[src/rtl/fetch_pkg.sv]
`timescale 1ns/1ps
package fetch_pkg;
    typedef enum logic [1:0] {
        ST_IDLE   = 2'd0,
        ST_REQ    = 2'd1,
        ST_STREAM = 2'd2
    } fetch_state_e;
endpackage

[src/rtl/fetch_ctrl.sv]
`timescale 1ns/1ps
module fetch_ctrl
    import fetch_pkg::*;
#(
    parameter int AW   = 16,
    parameter int LW   = 12,
    parameter int LANES = 4
) (
    input  logic          clk,
    input  logic          rst_n,
    input  logic          cmd_valid,
    input  logic [AW-1:0] cmd_addr,
    input  logic [LW-1:0] cmd_len,
    input  logic          pix_pop,
    output logic          busy,
    output logic          cmd_err,
    output logic          done,
    output logic          mem_req,
    output logic [AW-1:0] mem_addr,
    output logic [LW-1:0] mem_words,
    output logic          stream_en
);
    localparam int SH = $clog2(LANES);

    typedef struct packed {
        fetch_state_e  state;
        logic [AW-1:0] addr;
        logic [LW-1:0] words;
        logic [LW-1:0] pix_left;
        logic          done;
        logic          err;
    } ctrl_t;

    ctrl_t q, d;

    always_comb begin
        d      = q;
        d.done = 1'b0;
        d.err  = 1'b0;
        case (q.state)
            ST_IDLE: begin
                if (cmd_valid) begin
                    if (cmd_len == '0 || cmd_len[SH-1:0] != '0) begin
                        d.err = 1'b1;
                    end else begin
                        d.addr     = cmd_addr;
                        d.words    = cmd_len >> SH;
                        d.pix_left = cmd_len;
                        d.state    = ST_REQ;
                    end
                end
            end
            ST_REQ: d.state = ST_STREAM;
            ST_STREAM: begin
                if (pix_pop) begin
                    d.pix_left = q.pix_left - 1'b1;
                    if (q.pix_left == LW'(1)) begin
                        d.done  = 1'b1;
                        d.state = ST_IDLE;
                    end
                end
            end
            default: d.state = ST_IDLE;
        endcase
    end

    always_ff @(posedge clk) begin
        if (!rst_n) begin
            q <= '{state: ST_IDLE, addr: '0, words: '0, pix_left: '0, done: 1'b0, err: 1'b0};
        end else begin
            q <= d;
        end
    end

    assign busy      = (q.state != ST_IDLE);
    assign cmd_err   = q.err;
    assign done      = q.done;
    assign mem_req   = (q.state == ST_REQ);
    assign mem_addr  = q.addr;
    assign mem_words = q.words;
    assign stream_en = (q.state == ST_STREAM);

    // the request lasts a single cycle
    p_single_req_r2: assert property (@(posedge clk) disable iff (!rst_n)
        mem_req |=> !mem_req);
    // completion is a one-cycle pulse with the block idle
    p_done_pulse_r6: assert property (@(posedge clk) disable iff (!rst_n)
        done |=> !done);
    p_done_idle_r6: assert property (@(posedge clk) disable iff (!rst_n)
        done |-> !busy);
    // a refused command leaves the block idle and issues nothing
    p_err_no_req_r7: assert property (@(posedge clk) disable iff (!rst_n)
        cmd_err |-> (!busy && !mem_req));
    // pixels only leave while a burst is streaming
    p_pop_streaming_r4: assert property (@(posedge clk) disable iff (!rst_n)
        pix_pop |-> stream_en);
endmodule

[src/rtl/word_unpack.sv]
`timescale 1ns/1ps
module word_unpack #(
    parameter int WORD_W = 32,
    parameter int PIX_W  = 8
) (
    input  logic              clk,
    input  logic              rst_n,
    input  logic              stream_en,
    input  logic              mem_rvalid,
    input  logic [WORD_W-1:0] mem_rdata,
    output logic              mem_rready,
    output logic              pix_valid,
    output logic [PIX_W-1:0]  pix_data,
    input  logic              pix_ready
);
    localparam int LANES  = WORD_W / PIX_W;
    localparam int LANE_W = $clog2(LANES);
    localparam logic [LANE_W-1:0] LAST = LANE_W'(LANES - 1);

    typedef struct packed {
        logic [WORD_W-1:0] word;
        logic [LANE_W-1:0] lane;
        logic              full;
    } unp_t;

    unp_t q, d;
    logic pop, at_last, load;
    logic [PIX_W-1:0] lane_pix [LANES];

    for (genvar g = 0; g < LANES; g++) begin : g_lane
        assign lane_pix[g] = q.word[g*PIX_W +: PIX_W];
    end

    always_comb begin
        pop        = q.full && pix_ready;
        at_last    = (q.lane == LAST);
        mem_rready = stream_en && (!q.full || (pop && at_last));
        load       = mem_rvalid && mem_rready;
        d = q;
        if (pop) begin
            if (at_last) begin
                d.full = 1'b0;
                d.lane = '0;
            end else begin
                d.lane = q.lane + 1'b1;
            end
        end
        if (load) begin
            d.word = mem_rdata;
            d.full = 1'b1;
            d.lane = '0;
        end
    end

    always_ff @(posedge clk) begin
        if (!rst_n) begin
            q <= '{word: '0, lane: '0, full: 1'b0};
        end else begin
            q <= d;
        end
    end

    assign pix_valid = q.full;
    assign pix_data  = lane_pix[q.lane];

    // a stalled pixel stays put
    p_hold_r5: assert property (@(posedge clk) disable iff (!rst_n)
        (pix_valid && !pix_ready) |=> (pix_valid && $stable(pix_data)));
    // a word keeps supplying pixels until its last lane has gone
    p_lanes_r3: assert property (@(posedge clk) disable iff (!rst_n)
        (pix_valid && pix_ready && q.lane != LAST) |=> pix_valid);
    // a held word is never overwritten before it is drained
    p_no_overwrite_r4: assert property (@(posedge clk) disable iff (!rst_n)
        (q.full && !pix_ready) |=> $stable(q.word));
endmodule

[src/rtl/blk_fetch_unpack.sv]
`timescale 1ns/1ps
module blk_fetch_unpack #(
    parameter int AW     = 16,
    parameter int LW     = 12,
    parameter int WORD_W = 32,
    parameter int PIX_W  = 8
) (
    input  logic              clk,
    input  logic              rst_n,
    input  logic              cmd_valid,
    input  logic [AW-1:0]     cmd_addr,
    input  logic [LW-1:0]     cmd_len,
    output logic              busy,
    output logic              cmd_err,
    output logic              done,
    output logic              mem_req,
    output logic [AW-1:0]     mem_addr,
    output logic [LW-1:0]     mem_words,
    input  logic              mem_rvalid,
    input  logic [WORD_W-1:0] mem_rdata,
    output logic              mem_rready,
    output logic              pix_valid,
    output logic [PIX_W-1:0]  pix_data,
    input  logic              pix_ready
);
    localparam int LANES = WORD_W / PIX_W;

    logic stream_en;
    logic pix_pop;

    assign pix_pop = pix_valid && pix_ready;

    fetch_ctrl #(.AW(AW), .LW(LW), .LANES(LANES)) i_ctrl (
        .clk       (clk),
        .rst_n     (rst_n),
        .cmd_valid (cmd_valid),
        .cmd_addr  (cmd_addr),
        .cmd_len   (cmd_len),
        .pix_pop   (pix_pop),
        .busy      (busy),
        .cmd_err   (cmd_err),
        .done      (done),
        .mem_req   (mem_req),
        .mem_addr  (mem_addr),
        .mem_words (mem_words),
        .stream_en (stream_en)
    );

    word_unpack #(.WORD_W(WORD_W), .PIX_W(PIX_W)) i_unpack (
        .clk        (clk),
        .rst_n      (rst_n),
        .stream_en  (stream_en),
        .mem_rvalid (mem_rvalid),
        .mem_rdata  (mem_rdata),
        .mem_rready (mem_rready),
        .pix_valid  (pix_valid),
        .pix_data   (pix_data),
        .pix_ready  (pix_ready)
    );

    // nothing moves out of reset
    p_reset_quiet_r1: assert property (@(posedge clk)
        !rst_n |=> (!busy && !done && !mem_req && !pix_valid));
endmodule

[config.mk]
export PLATFORM = sky130hd
export DESIGN_NAME = blk_fetch_unpack
export DESIGN_NICKNAME = d
export VERILOG_FILES = /design/src/rtl/fetch_pkg.sv /design/src/rtl/fetch_ctrl.sv /design/src/rtl/word_unpack.sv /design/src/rtl/blk_fetch_unpack.sv
export SDC_FILE = /design/constraint.sdc
export NUM_CORES = 1
export LEC_CHECK = 0
export ABC_AREA = 1
export BUFFER_PORTS_ARGS = -buffer_cell sky130_fd_sc_hd__buf_2
export CAP_MARGIN = 0
export CORE_UTILIZATION = 55
export CTS_BUF_LIST = sky130_fd_sc_hd__clkbuf_8
export CTS_CLUSTER_DIAMETER = 40
export DETAILED_ROUTE_END_ITERATION = 10
export PLACE_DENSITY = 0.9
export REMOVE_ABC_BUFFERS = 1
export SLEW_MARGIN = 10
export SYNTH_ARGS = -nofsm -noshare
export SYNTH_HDL_FRONTEND = slang
export SYNTH_HIERARCHICAL = 1
export SYNTH_SLANG_ARGS = --single-unit
[constraint.sdc]
create_clock -name clk -period 2 [get_ports clk]
set_input_delay 0.1 -clock clk [delete_from_list [all_inputs] [get_ports clk]]
set_output_delay 0.1 -clock clk [all_outputs]
set_load 0.02 [all_outputs]
==> results.md <==
* Simple-Gate Fraction of Synth Area at 34.5%
* Hold crit path type: primary input to flip-flop
* Yosys cell types at 28
* Post-layout nets at 850
* # fillers at 666
* Asr flop ratio synth at 0%
* Clk buf depth at 2
* Setup CP Type: flip-flop to output port
* GRT overflow at 0
* Setup_tns at 0 ps
* Leak at 2.74 nW
* Die W at 91.3 µm
* Hold Path Origin: cmd_len[8]
* Worst-path maximum fanout at 17
* Cts bufs inserted at 9
* Post-synthesis adder-cell area fraction at 0.856%
* Reg2reg end: i_ctrl/mem_addr[4]$_SDFFE_PN0P_
* Critical path arrival at 1740 ps
* Min cycle time layout at 1840 ps
* Die ar. at 8330 µm²
* Wirelength per Cell at 12.6 µm
* Post-synth EDFFs at 0
* Root Buffer: clkbuf_8
* Via count at 4495
* Final WL at 11.2 mm
* Hold Path End: i_ctrl/mem_words[6]$_SDFFE_PN0P_
* Worst hold path cell count at 3
* Mux contribution to synthesized area at 0%
* Gr usage total at 27.3%
* Vias in the first global route at 4250
* Ys Warns at 6
* Initial DRC count at 230
* Max Cap Viol at 0
* Tcrit/Tclk final at 92.2%
* I/O Pins at 107
* Post-Syn Area at 4380 µm²
* IO Port Bufs at 104
* Post-Route Skew at 13.4 ps
* Worst VDD drop at 0.000572 V
* Yosys reg bits at 77
* Row Count at 32
* Power per cell area at 705 nW/µm²
* Antenna Violating Nets Remaining at 0
* Synth Area in XOR/XNOR at 0.200%
* Fin. Hold Viols at 0
* Detailed placement HPWL at 7.27 mm
* Core Region at 7730 µm²
* Final setup fails at 0
* Type of destination of the critical path: output port
* Max-slew headroom at 55.0%
* Layout cells sized above 1 at 17.8%
* Reg2reg start: i_ctrl/q[42]$_SDFFE_PN0P_
* First-pass GRT wire length at 18.5 mm
* CTS tree: done
* R2r setup slk at 190 ps
* Residual DRC at 0
* Clock sink count at 77
* Synth Area in Compound Gates at 8.16%
* Synth Area per Inst at 6.25 µm²
* Area post-placement at 4700 µm²
* Htree depth at 3
* Combinational family with the most area after synthesis: simple AND/OR/NAND/NOR gates
* Synth Flop Type: dfxtp_1
* DP Cell Count at 854
* TritonRoute pass-1 iters at 5
* Startpoint types: flip-flop
* Layout area overhead at 17.0%
* Status: finished clean
* Initial antenna violation count at 0
* Worst-path clk slew at 80 ps
* Post-layout instance area at 5130 µm²
* R2r worst-path depth at 6
* Chip Height at 91.3 µm
* Worst endpoint required time at 1900 ps
* Clock Latency Late Sink at 350 ps
* Maximum clock frequency at 542 MHz
* Sequential area share after synthesis at 35.2%
* GPL Wtd Cong at 0.957
* Fin. max-slew vios at 0
* Vias/cell at 5.06
* Largest net degree at the start of global routing at 48
* Synth Instances at 701
* Non-Filler Instances at 888
* Slew @ Worst Pin at 674 ps
* Initial core utilization at 56.7%
* Ant diodes at 0
-- cell usage in the layout (no fill, tap or decap), types with 3 or more instances in the layout --
cell type and n:
nand3_1 19, buf_4 11, nand4_1 45, clkbuf_8 9
dfxtp_1 77, buf_2 104, ha_1 3, bufinv_16 3
inv_1 135, nor3_1 3, nand2_1 188, o21ai_0 20
nor2_1 87, a21oi_1 45, dlygate4sd3_1 18
-- layer usage --
| metal | vias to the layer above | global-route usage, % | routed length (µm) |
|---|---|---|---|
| met5 | - | 0 | 0 |
| met4 | 0 | 10.7 | 291 |
| met3 | 27 | 6.45 | 789 |
| met2 | 190 | 47.3 | 5450 |
| met1 | 2013 | 32.7 | 4700 |
| li1 | 2265 | - | - |
-- logic make-up (layout without fill, tap and decap cells) --
logic type | after synthesis | in the layout
simple gates | 350 | 350
buf+inv | 201 | 285
flops | 77 | 77
compound gates | 68 | 68
fa+ha+maj | 3 | 3
other cells | 1 | 2
xor+xnor | 1 | 1
-- critical path, cell delays in order (launching register included) --
cell	delay (ps)
dfxtp_1	570
clkinvlp_4	140
buf_4	200
a21oi_1	160
o21ai_0	110
nand2_1	70
buf_2	150
-- Yosys cell counts, types with 3 or more instances --
library cell	instances	share of area [%]
nand2_1	188	16
nand3_1	19	2.2
nor2_1	87	7.5
o21ai_0	20	2.3
buf_2	15	1.7
buf_1	5	0.43
buf_4	30	5.1
nand4_1	45	6.4
inv_1	136	12
a21oi_1	45	5.1
clkbuf_1	9	0.77
nor3_1	3	0.34
dfxtp_1	77	35
buf_6	5	1.3
ha_1	3	0.86
-- layout make-up --
type / count / area, µm² / share of cell area [%]
clock buffers: 9 / 124 / 2.42
clock inverters: 6 / 111 / 2.17
inverters: 137 / 518 / 10.1
multi-input cells: 424 / 1920 / 37.5
flip-flops and latches: 77 / 1540 / 30.1
well taps: 102 / 128 / 2.49
repair buffers: 133 / 783 / 15.3
-- flip-flops by register name (all words and copies together), names as in the netlist --
signal and flops:
i_unpack/q 2, i_ctrl/cmd_err 1, i_unpack/lane_pix 32, i_ctrl/mem_words 10, i_unpack/pix_valid 1, i_ctrl/done 1
i_ctrl/mem_addr 16, i_ctrl/q 14
-- timing repair --
action | 4_1_cts | 5_1_grt
setup endpoints to repair | 0 | 4
resized for setup | 0 | 1
buffers inserted | 0 | 1
hold endpoints to repair | 18 | 0
hold buffers | 18 | 0
-- power by group --
part / internal (mW) / switching (mW) / total [mW]
clock network: 0.824 / 0.583 / 1.41
registers: 1.59 / 0.0337 / 1.62
logic: 0.214 / 0.370 / 0.584
-- how the worst max path moves through the flow --
stage	to	from	cells after the start	slack, ps
6_report	pix_data[0]	i_unpack/q[1]$_SDFFE_PP0N_	6	160
5_1_grt	pix_data[0]	i_unpack/q[1]$_SDFFE_PP0N_	6	-0.9
4_1_cts	pix_data[0]	i_unpack/q[1]$_SDFFE_PP0N_	5	130
3_5_place_dp	i_ctrl/mem_addr[7]$_SDFFE_PN0P_	cmd_len[0]	6	230
3_3_place_gp	i_ctrl/mem_words[8]$_SDFFE_PN0P_	cmd_len[0]	7	280
2_1_floorplan	i_unpack/q[1]$_SDFFE_PP0N_	i_ctrl/q[42]$_SDFFE_PN0P_	6	100
-- stage by stage --
step                setup WS (ps)  hold WS [ps]  total power [mW]  utilization [%]
floorplan                    95.4           198              1.99                -
finish                        156          21.6              3.61             66.4
global route               -0.867          3.30              3.77             66.4
global placement              277           344              2.17             60.8
detailed placement            226           347              2.20             60.8
CTS                           129          1.35              3.63             66.2
Power figures use the tool's default switching activity.
